**src/rtl/fpx_pkg.sv**
```systemverilog
// Package: shared widths, flag positions and register field offsets for
// the floating-point exception status and trap unit.
package fpx_pkg;
    localparam int EXC_W   = 6;   // number of exception kinds
    localparam int CTL_W   = 16;  // control register width
    // flag bit positions
    localparam int EX_INV  = 0;
    localparam int EX_DZE  = 1;
    localparam int EX_OVF  = 2;
    localparam int EX_UNF  = 3;
    localparam int EX_INX  = 4;
    localparam int EX_DNI  = 5;
    // control register field offsets
    localparam int STAT_LO = 0;
    localparam int SUM_BIT = STAT_LO + EXC_W;
    localparam int DIS_LO  = 8;
    localparam int UTZ_BIT = DIS_LO + EXC_W;
    // operand-class conditions outrank result-class ones
    localparam logic [EXC_W-1:0] OPND_CLASS =
        (EXC_W'(1) << EX_INV) | (EXC_W'(1) << EX_DZE) | (EXC_W'(1) << EX_DNI);
endpackage

```
**src/rtl/fpx_ctl_reg.sv**
```systemverilog
// Module: control register holding sticky status, trap disables and the
// underflow-to-zero bit. Assumes writes replace all fields and outrank a
// retirement arriving in the same cycle. Status only drops on a write.
module fpx_ctl_reg
    import fpx_pkg::*;
(
    input  logic             clk,
    input  logic             rst_n,
    input  logic             ret_valid_i,
    input  logic [EXC_W-1:0] ret_flags_i,
    input  logic             wr_en_i,
    input  logic [CTL_W-1:0] wr_data_i,
    output logic [CTL_W-1:0] ctl_o,
    output logic [EXC_W-1:0] dis_o
);
    logic [EXC_W-1:0] status_q;
    logic [EXC_W-1:0] dis_q;
    logic             utz_q;

    // One sticky flop per exception kind
    for (genvar i = 0; i < EXC_W; i++) begin : g_stat
        // Load on write, else set on a valid raised flag, else hold
        always_ff @(posedge clk) begin
            if (!rst_n)
                status_q[i] <= 1'b0;
            else if (wr_en_i)
                status_q[i] <= wr_data_i[STAT_LO + i];
            else if (ret_valid_i && ret_flags_i[i])
                status_q[i] <= 1'b1;
        end
    end

    // Disable bits and the underflow-to-zero mode change only on writes
    always_ff @(posedge clk) begin
        if (!rst_n) begin
            dis_q <= '0;
            utz_q <= 1'b0;
        end else if (wr_en_i) begin
            dis_q <= wr_data_i[DIS_LO +: EXC_W];
            utz_q <= wr_data_i[UTZ_BIT] | wr_data_i[DIS_LO + EX_UNF];
        end
    end

    // Assemble the visible register image; unused bits read zero
    always_comb begin
        ctl_o                    = '0;
        ctl_o[STAT_LO +: EXC_W]  = status_q;
        ctl_o[SUM_BIT]           = |status_q;
        ctl_o[DIS_LO +: EXC_W]   = dis_q;
        ctl_o[UTZ_BIT]           = utz_q;
    end

    assign dis_o = dis_q;


    stat_set_chk: assert property (@(posedge clk) disable iff (!rst_n)
        (ret_valid_i && !wr_en_i) |=> ((status_q & $past(ret_flags_i)) == $past(ret_flags_i)));

    stat_sticky_chk: assert property (@(posedge clk) disable iff (!rst_n)
        !wr_en_i |=> ((status_q & $past(status_q)) == $past(status_q)));

    wr_wins_chk: assert property (@(posedge clk) disable iff (!rst_n)
        wr_en_i |=> (status_q == $past(wr_data_i[STAT_LO +: EXC_W])));

    utz_imply_chk: assert property (@(posedge clk) disable iff (!rst_n)
        dis_q[EX_UNF] |-> utz_q);
endmodule

```
**src/rtl/fpx_trap_sel.sv**
```systemverilog
// Module: combinational trap qualifier. Applies operand-over-result
// precedence, the instruction enable and the register disables to the
// retiring flags. Assumes disables are the values held before any write.
module fpx_trap_sel
    import fpx_pkg::*;
(
    input  logic             ret_valid_i,
    input  logic [EXC_W-1:0] ret_flags_i,
    input  logic             ret_trap_en_i,
    input  logic [EXC_W-1:0] dis_i,
    output logic [EXC_W-1:0] cand_o
);
    logic             opnd_hit;
    logic [EXC_W-1:0] filt;

    // Detect any operand-class condition in this retirement
    assign opnd_hit = |(ret_flags_i & OPND_CLASS);

    // Per-bit filter: result-class bits suppressed when an operand hit exists
    for (genvar i = 0; i < EXC_W; i++) begin : g_filt
        if (OPND_CLASS[i]) begin : g_op
            assign filt[i] = ret_flags_i[i];
        end else begin : g_res
            assign filt[i] = ret_flags_i[i] & ~opnd_hit;
        end
    end

    // Gate with validity, instruction enable and register disables
    always_comb begin
        cand_o = '0;
        if (ret_valid_i && ret_trap_en_i)
            cand_o = filt & ~dis_i;
    end
endmodule

```
**src/rtl/fpx_sum_reg.sv**
```systemverilog
// Module: exception summary register and trap pulse. Accumulates trapping
// exceptions by OR until cleared; a same-cycle new trap survives a clear.
module fpx_sum_reg
    import fpx_pkg::*;
(
    input  logic             clk,
    input  logic             rst_n,
    input  logic [EXC_W-1:0] cand_i,
    input  logic             sum_clr_i,
    output logic [EXC_W-1:0] sum_o,
    output logic             trap_o
);
    logic [EXC_W-1:0] sum_q;
    logic             trap_q;

    // Accumulate trapping exceptions, clearing old content on request
    always_ff @(posedge clk) begin
        if (!rst_n)
            sum_q <= '0;
        else
            sum_q <= (sum_clr_i ? '0 : sum_q) | cand_i;
    end

    // Raise the trap request for one cycle per trapping retirement
    always_ff @(posedge clk) begin
        if (!rst_n)
            trap_q <= 1'b0;
        else
            trap_q <= |cand_i;
    end

    assign sum_o  = sum_q;
    assign trap_o = trap_q;


    sum_hold_chk: assert property (@(posedge clk) disable iff (!rst_n)
        !sum_clr_i |=> ((sum_q & $past(sum_q)) == $past(sum_q)));

    trap_sum_chk: assert property (@(posedge clk) disable iff (!rst_n)
        trap_q |-> (sum_q != '0));
endmodule

```
**src/rtl/fpx_trap_unit.sv**
```systemverilog
// Module: top of the floating-point exception status and trap unit.
// Connects the control register, the trap qualifier and the summary
// register. Assumes one retirement per cycle at most.
module fpx_trap_unit
    import fpx_pkg::*;
(
    input  logic             clk,
    input  logic             rst_n,
    input  logic             ret_valid_i,
    input  logic [5:0]       ret_flags_i,
    input  logic             ret_trap_en_i,
    input  logic             wr_en_i,
    input  logic [15:0]      wr_data_i,
    input  logic             sum_clr_i,
    output logic [15:0]      ctl_o,
    output logic [5:0]       sum_o,
    output logic             trap_o
);
    logic [EXC_W-1:0] dis_w;
    logic [EXC_W-1:0] cand_w;

    fpx_ctl_reg u_ctl (
        .clk         (clk),
        .rst_n       (rst_n),
        .ret_valid_i (ret_valid_i),
        .ret_flags_i (ret_flags_i),
        .wr_en_i     (wr_en_i),
        .wr_data_i   (wr_data_i),
        .ctl_o       (ctl_o),
        .dis_o       (dis_w)
    );

    fpx_trap_sel u_sel (
        .ret_valid_i   (ret_valid_i),
        .ret_flags_i   (ret_flags_i),
        .ret_trap_en_i (ret_trap_en_i),
        .dis_i         (dis_w),
        .cand_o        (cand_w)
    );

    fpx_sum_reg u_sum (
        .clk       (clk),
        .rst_n     (rst_n),
        .cand_i    (cand_w),
        .sum_clr_i (sum_clr_i),
        .sum_o     (sum_o),
        .trap_o    (trap_o)
    );


    sum_bit_chk: assert property (@(posedge clk) disable iff (!rst_n)
        ctl_o[SUM_BIT] == (|ctl_o[STAT_LO +: EXC_W]));

    trap_cause_chk: assert property (@(posedge clk) disable iff (!rst_n)
        trap_o |-> $past(ret_valid_i && ret_trap_en_i));

    prec_chk: assert property (@(posedge clk) disable iff (!rst_n)
        (ret_valid_i && |(ret_flags_i & OPND_CLASS)) |-> ((cand_w & ~OPND_CLASS) == '0));
endmodule

```
**config.mk**
```make
export PLATFORM = sky130hd
export DESIGN_NAME = fpx_trap_unit
export DESIGN_NICKNAME = d
export VERILOG_FILES = /design/src/rtl/fpx_pkg.sv /design/src/rtl/fpx_ctl_reg.sv /design/src/rtl/fpx_trap_sel.sv /design/src/rtl/fpx_sum_reg.sv /design/src/rtl/fpx_trap_unit.sv
export SDC_FILE = /design/constraint.sdc
export NUM_CORES = 1
export LEC_CHECK = 0
export BUFFER_PORTS_ARGS = -buffer_cell sky130_fd_sc_hd__buf_2
export CAP_MARGIN = 20
export CORE_MARGIN = 5
export CORE_UTILIZATION = 41
export DETAILED_ROUTE_END_ITERATION = 8
export PLACE_DENSITY = 0.87
export RECOVER_POWER = 50
export SKIP_CTS_REPAIR_TIMING = 1
export SYNTH_ARGS = -nofsm -noshare
export SYNTH_HDL_FRONTEND = slang
export SYNTH_SLANG_ARGS = --single-unit
export TNS_END_PERCENT = 1
```
**constraint.sdc**
```tcl
create_clock -name clk -period 1.4 [get_ports clk]
set_input_delay 0.28 -clock clk [delete_from_list [all_inputs] [get_ports clk]]
set_output_delay 0.28 -clock clk [all_outputs]
set_load 0.01 [all_outputs]
```
**Word level (Yosys, flattened, before mapping)**

Cells that the tools add are included.

- Logic and storage cells: 48
- Output and inout bits: 23
- Bits in latches: 0
- Bits in read-only memories: 0
- Memories: 0
- Register bits after elaboration: 20
- Memory bits (writable): 0

- Muxes and demuxes: 14
- Div/mod/pow operators: 0
- Order comparisons: 0
- Shifts and indexed selects: 0
- Multiply operators: 0
- $add $sub $neg: 0
- Reduce and logical (&&, ||, !) cells: 16
- Bitwise logic cells: 8
- Eq/ne operators: 0

Operator list:

| cell | count |
|---|---|
| 2-to-1 mux 1 bit | 12 |
| 2-to-1 mux 6 bit | 2 |
| nonzero test 2 bit | 6 |
| OR reduction 6 bit | 2 |
| logical AND 1 bit | 7 |
| AND 6 bit | 1 |
| NOT 6 bit | 1 |
| bitwise OR 6 bit | 1 |
| AND 1 bit | 3 |
| OR reduction 3 bit | 1 |
| NOT 1 bit | 1 |
| bitwise OR 1 bit | 1 |

**Depth between registers and ports, before layout**

- Depth in word-level cells: 6
- Gate-level depth with buffers: 5
- Depth with buffers taken out: 3

**Cells and area by module**

Synthesis repeated with hierarchy kept, for this count alone.

- Cells, all modules: 93
- Area, all modules: 925.9 sq um

By module, submodules not included:

| module | area each (sq um) | times used | seq. area each (sq um) | cells each |
|---|---|---|---|---|
| fpx_ctl_reg | 610.6 | 1 | 260.2 | 62 |
| fpx_sum_reg | 239.0 | 1 | 140.1 | 21 |
| fpx_trap_sel | 76.3 | 1 | 0.0 | 10 |

**Worst setup path before layout**

Ideal clock, no wire load.

- Path type: input port to flip-flop
- From: input port ret_flags_i[1]
- To: register u_sum.trap_q, in the netlist u_sum.trap_o
- Cell stages on the path: 3
- Arrival time: 1014 ps
- Buffers on the path: 0
- Slack: 328 ps
- Data required time: 1342 ps
- Cells stage by stage: or3_4 -> a311oi_2 -> o21a_1

- Longest elaborated chain between the ends: 6

RTL lines:

| element | RTL line | source |
|---|---|---|
| start, declared | fpx_trap_unit.sv:10 | `input logic [5:0] ret_flags_i,` |
| OR reduction 3 bit | fpx_trap_sel.sv:17 | `assign opnd_hit = \|(ret_flags_i & OPND_CLASS);` |
| NOT 1 bit | fpx_trap_sel.sv:24 | `assign filt[i] = ret_flags_i[i] & ~opnd_hit;` |
| AND 1 bit | fpx_trap_sel.sv:24 |  |
| AND 6 bit * | fpx_trap_sel.sv:32 | `cand_o = filt & ~dis_i;` |
| 2-to-1 mux 6 bit * | fpx_trap_sel.sv:31 | `if (ret_valid_i && ret_trap_en_i)` |
| OR reduction 6 bit * | fpx_sum_reg.sv:29 | `trap_q <= \|cand_i;` |
| end signal, assigned | fpx_sum_reg.sv:29 |  |
| end, declared | fpx_sum_reg.sv:14 | `logic trap_q;` |

Mark *: on every way between the ends. The rest lies on a longest branch, timed or not.
A chain may end at the register's enable or synchronous reset.

**Worst setup path after layout**

- From: register u_ctl.status_q[0], in the netlist u_ctl.ctl_o[0]
- To: output port ctl_o[6]

- Longest elaborated chain between the ends: 1

RTL lines:

| element | RTL line | source |
|---|---|---|
| start, declared | fpx_ctl_reg.sv:16 | `logic [EXC_W-1:0] status_q;` |
| start signal, assigned by index | fpx_ctl_reg.sv:27 | `status_q[i] <= wr_data_i[STAT_LO + i];` |
| OR reduction 6 bit | fpx_ctl_reg.sv:48 | `ctl_o[SUM_BIT] = \|status_q;` |
| end, declared | fpx_trap_unit.sv:15 | `output logic [15:0] ctl_o,` |

No other way between the ends.

==> results.md <==
- Die extent in x: 55.6 um
- CTS Buf Count: 3
- Clock Tree Buf Depth: 2
- P_leak: 0.522 nW
- H-tree levels: 1
- Clk_lat worst skew: 0.29 ns
- Vias in the first global route: 796
- Setup TNS: 0 ns
- Crit-path max FO: 3
- Worst path cell trace: nor4_2, nand2_1, buf_2
- CTS Root Cell: clkbuf_4
- Final cell count without fillers: 164
- Total track usage: 14.0%
- Max incr delay on CP: 0.35 ns
- Startpoint Class: register
- Num rows: 16
- IO Count: 51
- Synthesis Warnings: 0
- Power Dens Cells: 1020 nW/um2
- Fillcell total: 176
- PnR worst setup slack: 0.0343 ns
- Area of the multi-input gates: 397 um2
- WP buf/inv: 1
- Status: finished, final reports clean
- Crit path max-delay family: flip-flops
- Critical path's slowest cell: dfxtp_2
- Slew margin rel.: 62.9%
- Pre-CTS WS: 0.144 ns
- Hold Crit Class: primary input to register
- Final ANT Viol Nets: 0
- Fmax: 732 MHz
- Synth Register Bits: 20
- Die Y-Extent: 55.6 um
- CP endpoint kind: primary output
- Die area: 3090 um2
- Port bufs: 45
- Gp weighted congestion: 0.731
- Initial antenna violation count: 0
- Clock Skew: 0.00201 ns
- Cell Area, Synth: 853 um2
- Design area: 1120 um2
- Critical path type: register to primary output
- Core area: 1980 um2
- IR drop worst, VDD: 0.000414 V
- Starting Density: 43.1%
- Wirelength per Cell: 13.7 um
- ANT cells: 0
- CTS clk-pin slew, worst paths: 0.11 ns
- Worst Tran Pin Value: 0.556 ns
- Placement Cell Area: 1080 um2
- WL final: 2.24 mm
- DRT iter0 DRCs: 13
- Library cells used by synthesis: 25
- Synth Instances: 94
- Drc violations: 0
- Core Util, Final: 56.3%
- Grt ovf: 0
- Routed vias: 813
- Detailed-router iteration count before antenna repair: 4
- Share of cells above drive strength 1: 37.2%
- DP HPWL: 1.76 mm
- Inst Count DP: 160
- Area grow syn2layout: 30.8%
- CTS tree: done
- First-pass GRT wire length: 3.55 mm
- Arrival @ worst endpoint: 1.09 ns
- Period Utilization, post-route: 97.6%
- Syn_area_per_cell: 9.08 um2
- Max_cap viols: 0
- Largest net degree at the start of global routing: 21
- Vias per Instance: 4.96
- Final Hold Viols: 0
- Register area: 402 um2
- Max Slew Vio Count: 0
- TritonCTS Sinks: 20
- Nets: 166
- Unrepaired setup endpoints after global routing: true
- Required @ worst endpoint: 1.12 ns
- Final number of setup-violating endpoints: 0
- Seq/Total Area, Yosys: 46.9%
- Minimum clock period: 1.37 ns
## placed cells by master, fill, tap and decap left out, types with 2 or more instances in the layout
cell type and count:
a21oi_1 13, and2_0 4, and2_1 2, buf_2 42
clkbuf_1 3, clkbuf_4 3, conb_1 2, dfxtp_1 19
inv_1 7, mux2i_1 6, nand2_1 2, nand2b_1 4
nor2_1 2, nor2b_1 6, o21ai_0 4, o21ai_1 3
o22ai_1 3, o32ai_1 3
## synthesized netlist by cell type
| cell | count | share of area (%) |
|---|---|---|
| a21oi_1 | 13 | 7.6 |
| a311oi_2 | 1 | 1.8 |
| a31oi_1 | 1 | 0.73 |
| and2_1 | 6 | 4.4 |
| buf_2 | 2 | 1.2 |
| buf_4 | 3 | 2.6 |
| clkbuf_1 | 2 | 0.88 |
| conb_1 | 1 | 0.44 |
| dfxtp_1 | 20 | 47 |
| inv_1 | 6 | 2.6 |
| inv_2 | 1 | 0.44 |
| mux2i_1 | 6 | 7.0 |
| nand2_1 | 2 | 0.88 |
| nand2b_1 | 4 | 2.9 |
| nor2_1 | 2 | 0.88 |
| nor2b_1 | 6 | 4.4 |
| nor4_1 | 1 | 0.73 |
| o21a_1 | 1 | 0.88 |
| o21ai_0 | 4 | 2.3 |
| o21ai_1 | 3 | 1.8 |
| o22ai_1 | 3 | 2.2 |
| o32ai_1 | 3 | 3.1 |
| or2b_1 | 1 | 0.88 |
| or2b_2 | 1 | 1.0 |
| or3_4 | 1 | 1.3 |
## cell families after synthesis
group | count (synthesis) | share of synthesized area (%)
multiplexers | 6 | 7.04
AO/OA/AOI/OAI | 29 | 20.4
AND/OR/NAND/NOR | 24 | 17.5
buffers and inverters | 14 | 7.77
flip-flops | 20 | 46.9
other | 1 | 0.439
## power breakdown
part / internal (mW) / leakage [nW] / total, mW / switching (mW)
logic: 0.0881 / 0.336 / 0.191 / 0.102
clock network: 0.158 / 0.0210 / 0.329 / 0.171
registers: 0.601 / 0.165 / 0.624 / 0.0230
total: 0.847 / 0.522 / 1.14 / 0.296
## layout make-up
| class | count | share of cell area [%] |
|---|---|---|
| clock buffers | 4 | 3.25 |
| flip-flops and latches | 20 | 36.0 |
| repair buffers | 45 | 19.8 |
| inverters | 7 | 2.35 |
| multi-input cells | 61 | 35.5 |
| well taps | 27 | 3.03 |
## worst paths after layout
kind | from | end | slack [ns] | cells after the start
setup reg to reg | u_ctl.dis_o[3]$_SDFFE_PN0P_ | u_sum.sum_o[3]$_SDFF_PN0_ | 0.25 | 3
hold reg to reg | u_ctl.ctl_o[0]$_SDFFE_PN0P_ | u_ctl.ctl_o[0]$_SDFFE_PN0P_ | 0.56 | 2
hold / removal | wr_data_i[10] | u_ctl.dis_o[2]$_SDFFE_PN0P_ | 0.24 | 3
setup / recovery | u_ctl.ctl_o[0]$_SDFFE_PN0P_ | ctl_o[6] | 0.03 | 3
## worst min-delay path, delay by kind of cell
family,cells,cell delay (ns)
and+or+nand+nor,1,0.09
buffers and inverters,1,0.07
muxes,1,0.06
## flip-flops by register name, indices dropped and copies added, names as in the netlist
name	flops
u_sum.sum_o	6
u_sum.trap_o	1
u_ctl.utz_q	1
u_ctl.dis_o	6
u_ctl.ctl_o	6
## per-layer routing
metal  part of all wire, %  vias to the layer above  wire length, um  track usage (%)
li1                      -                      408                -                -
met5                     0                        -                0                0
met3                   7.3                        2              163             4.18
met2                    49                       30             1100             23.5
met1                    43                      373              954             16.5
met4                  0.94                        0               21             5.90
## stage by stage
step	power, mW	hold WS, ns
after floorplan	0.741	0.443
after global placement	0.817	0.501
after detailed placement	0.825	0.537
after CTS	1.15	0.231
after global routing	1.20	0.250
final	1.14	0.240
Note: power is estimated with default switching activity, not from simulation.
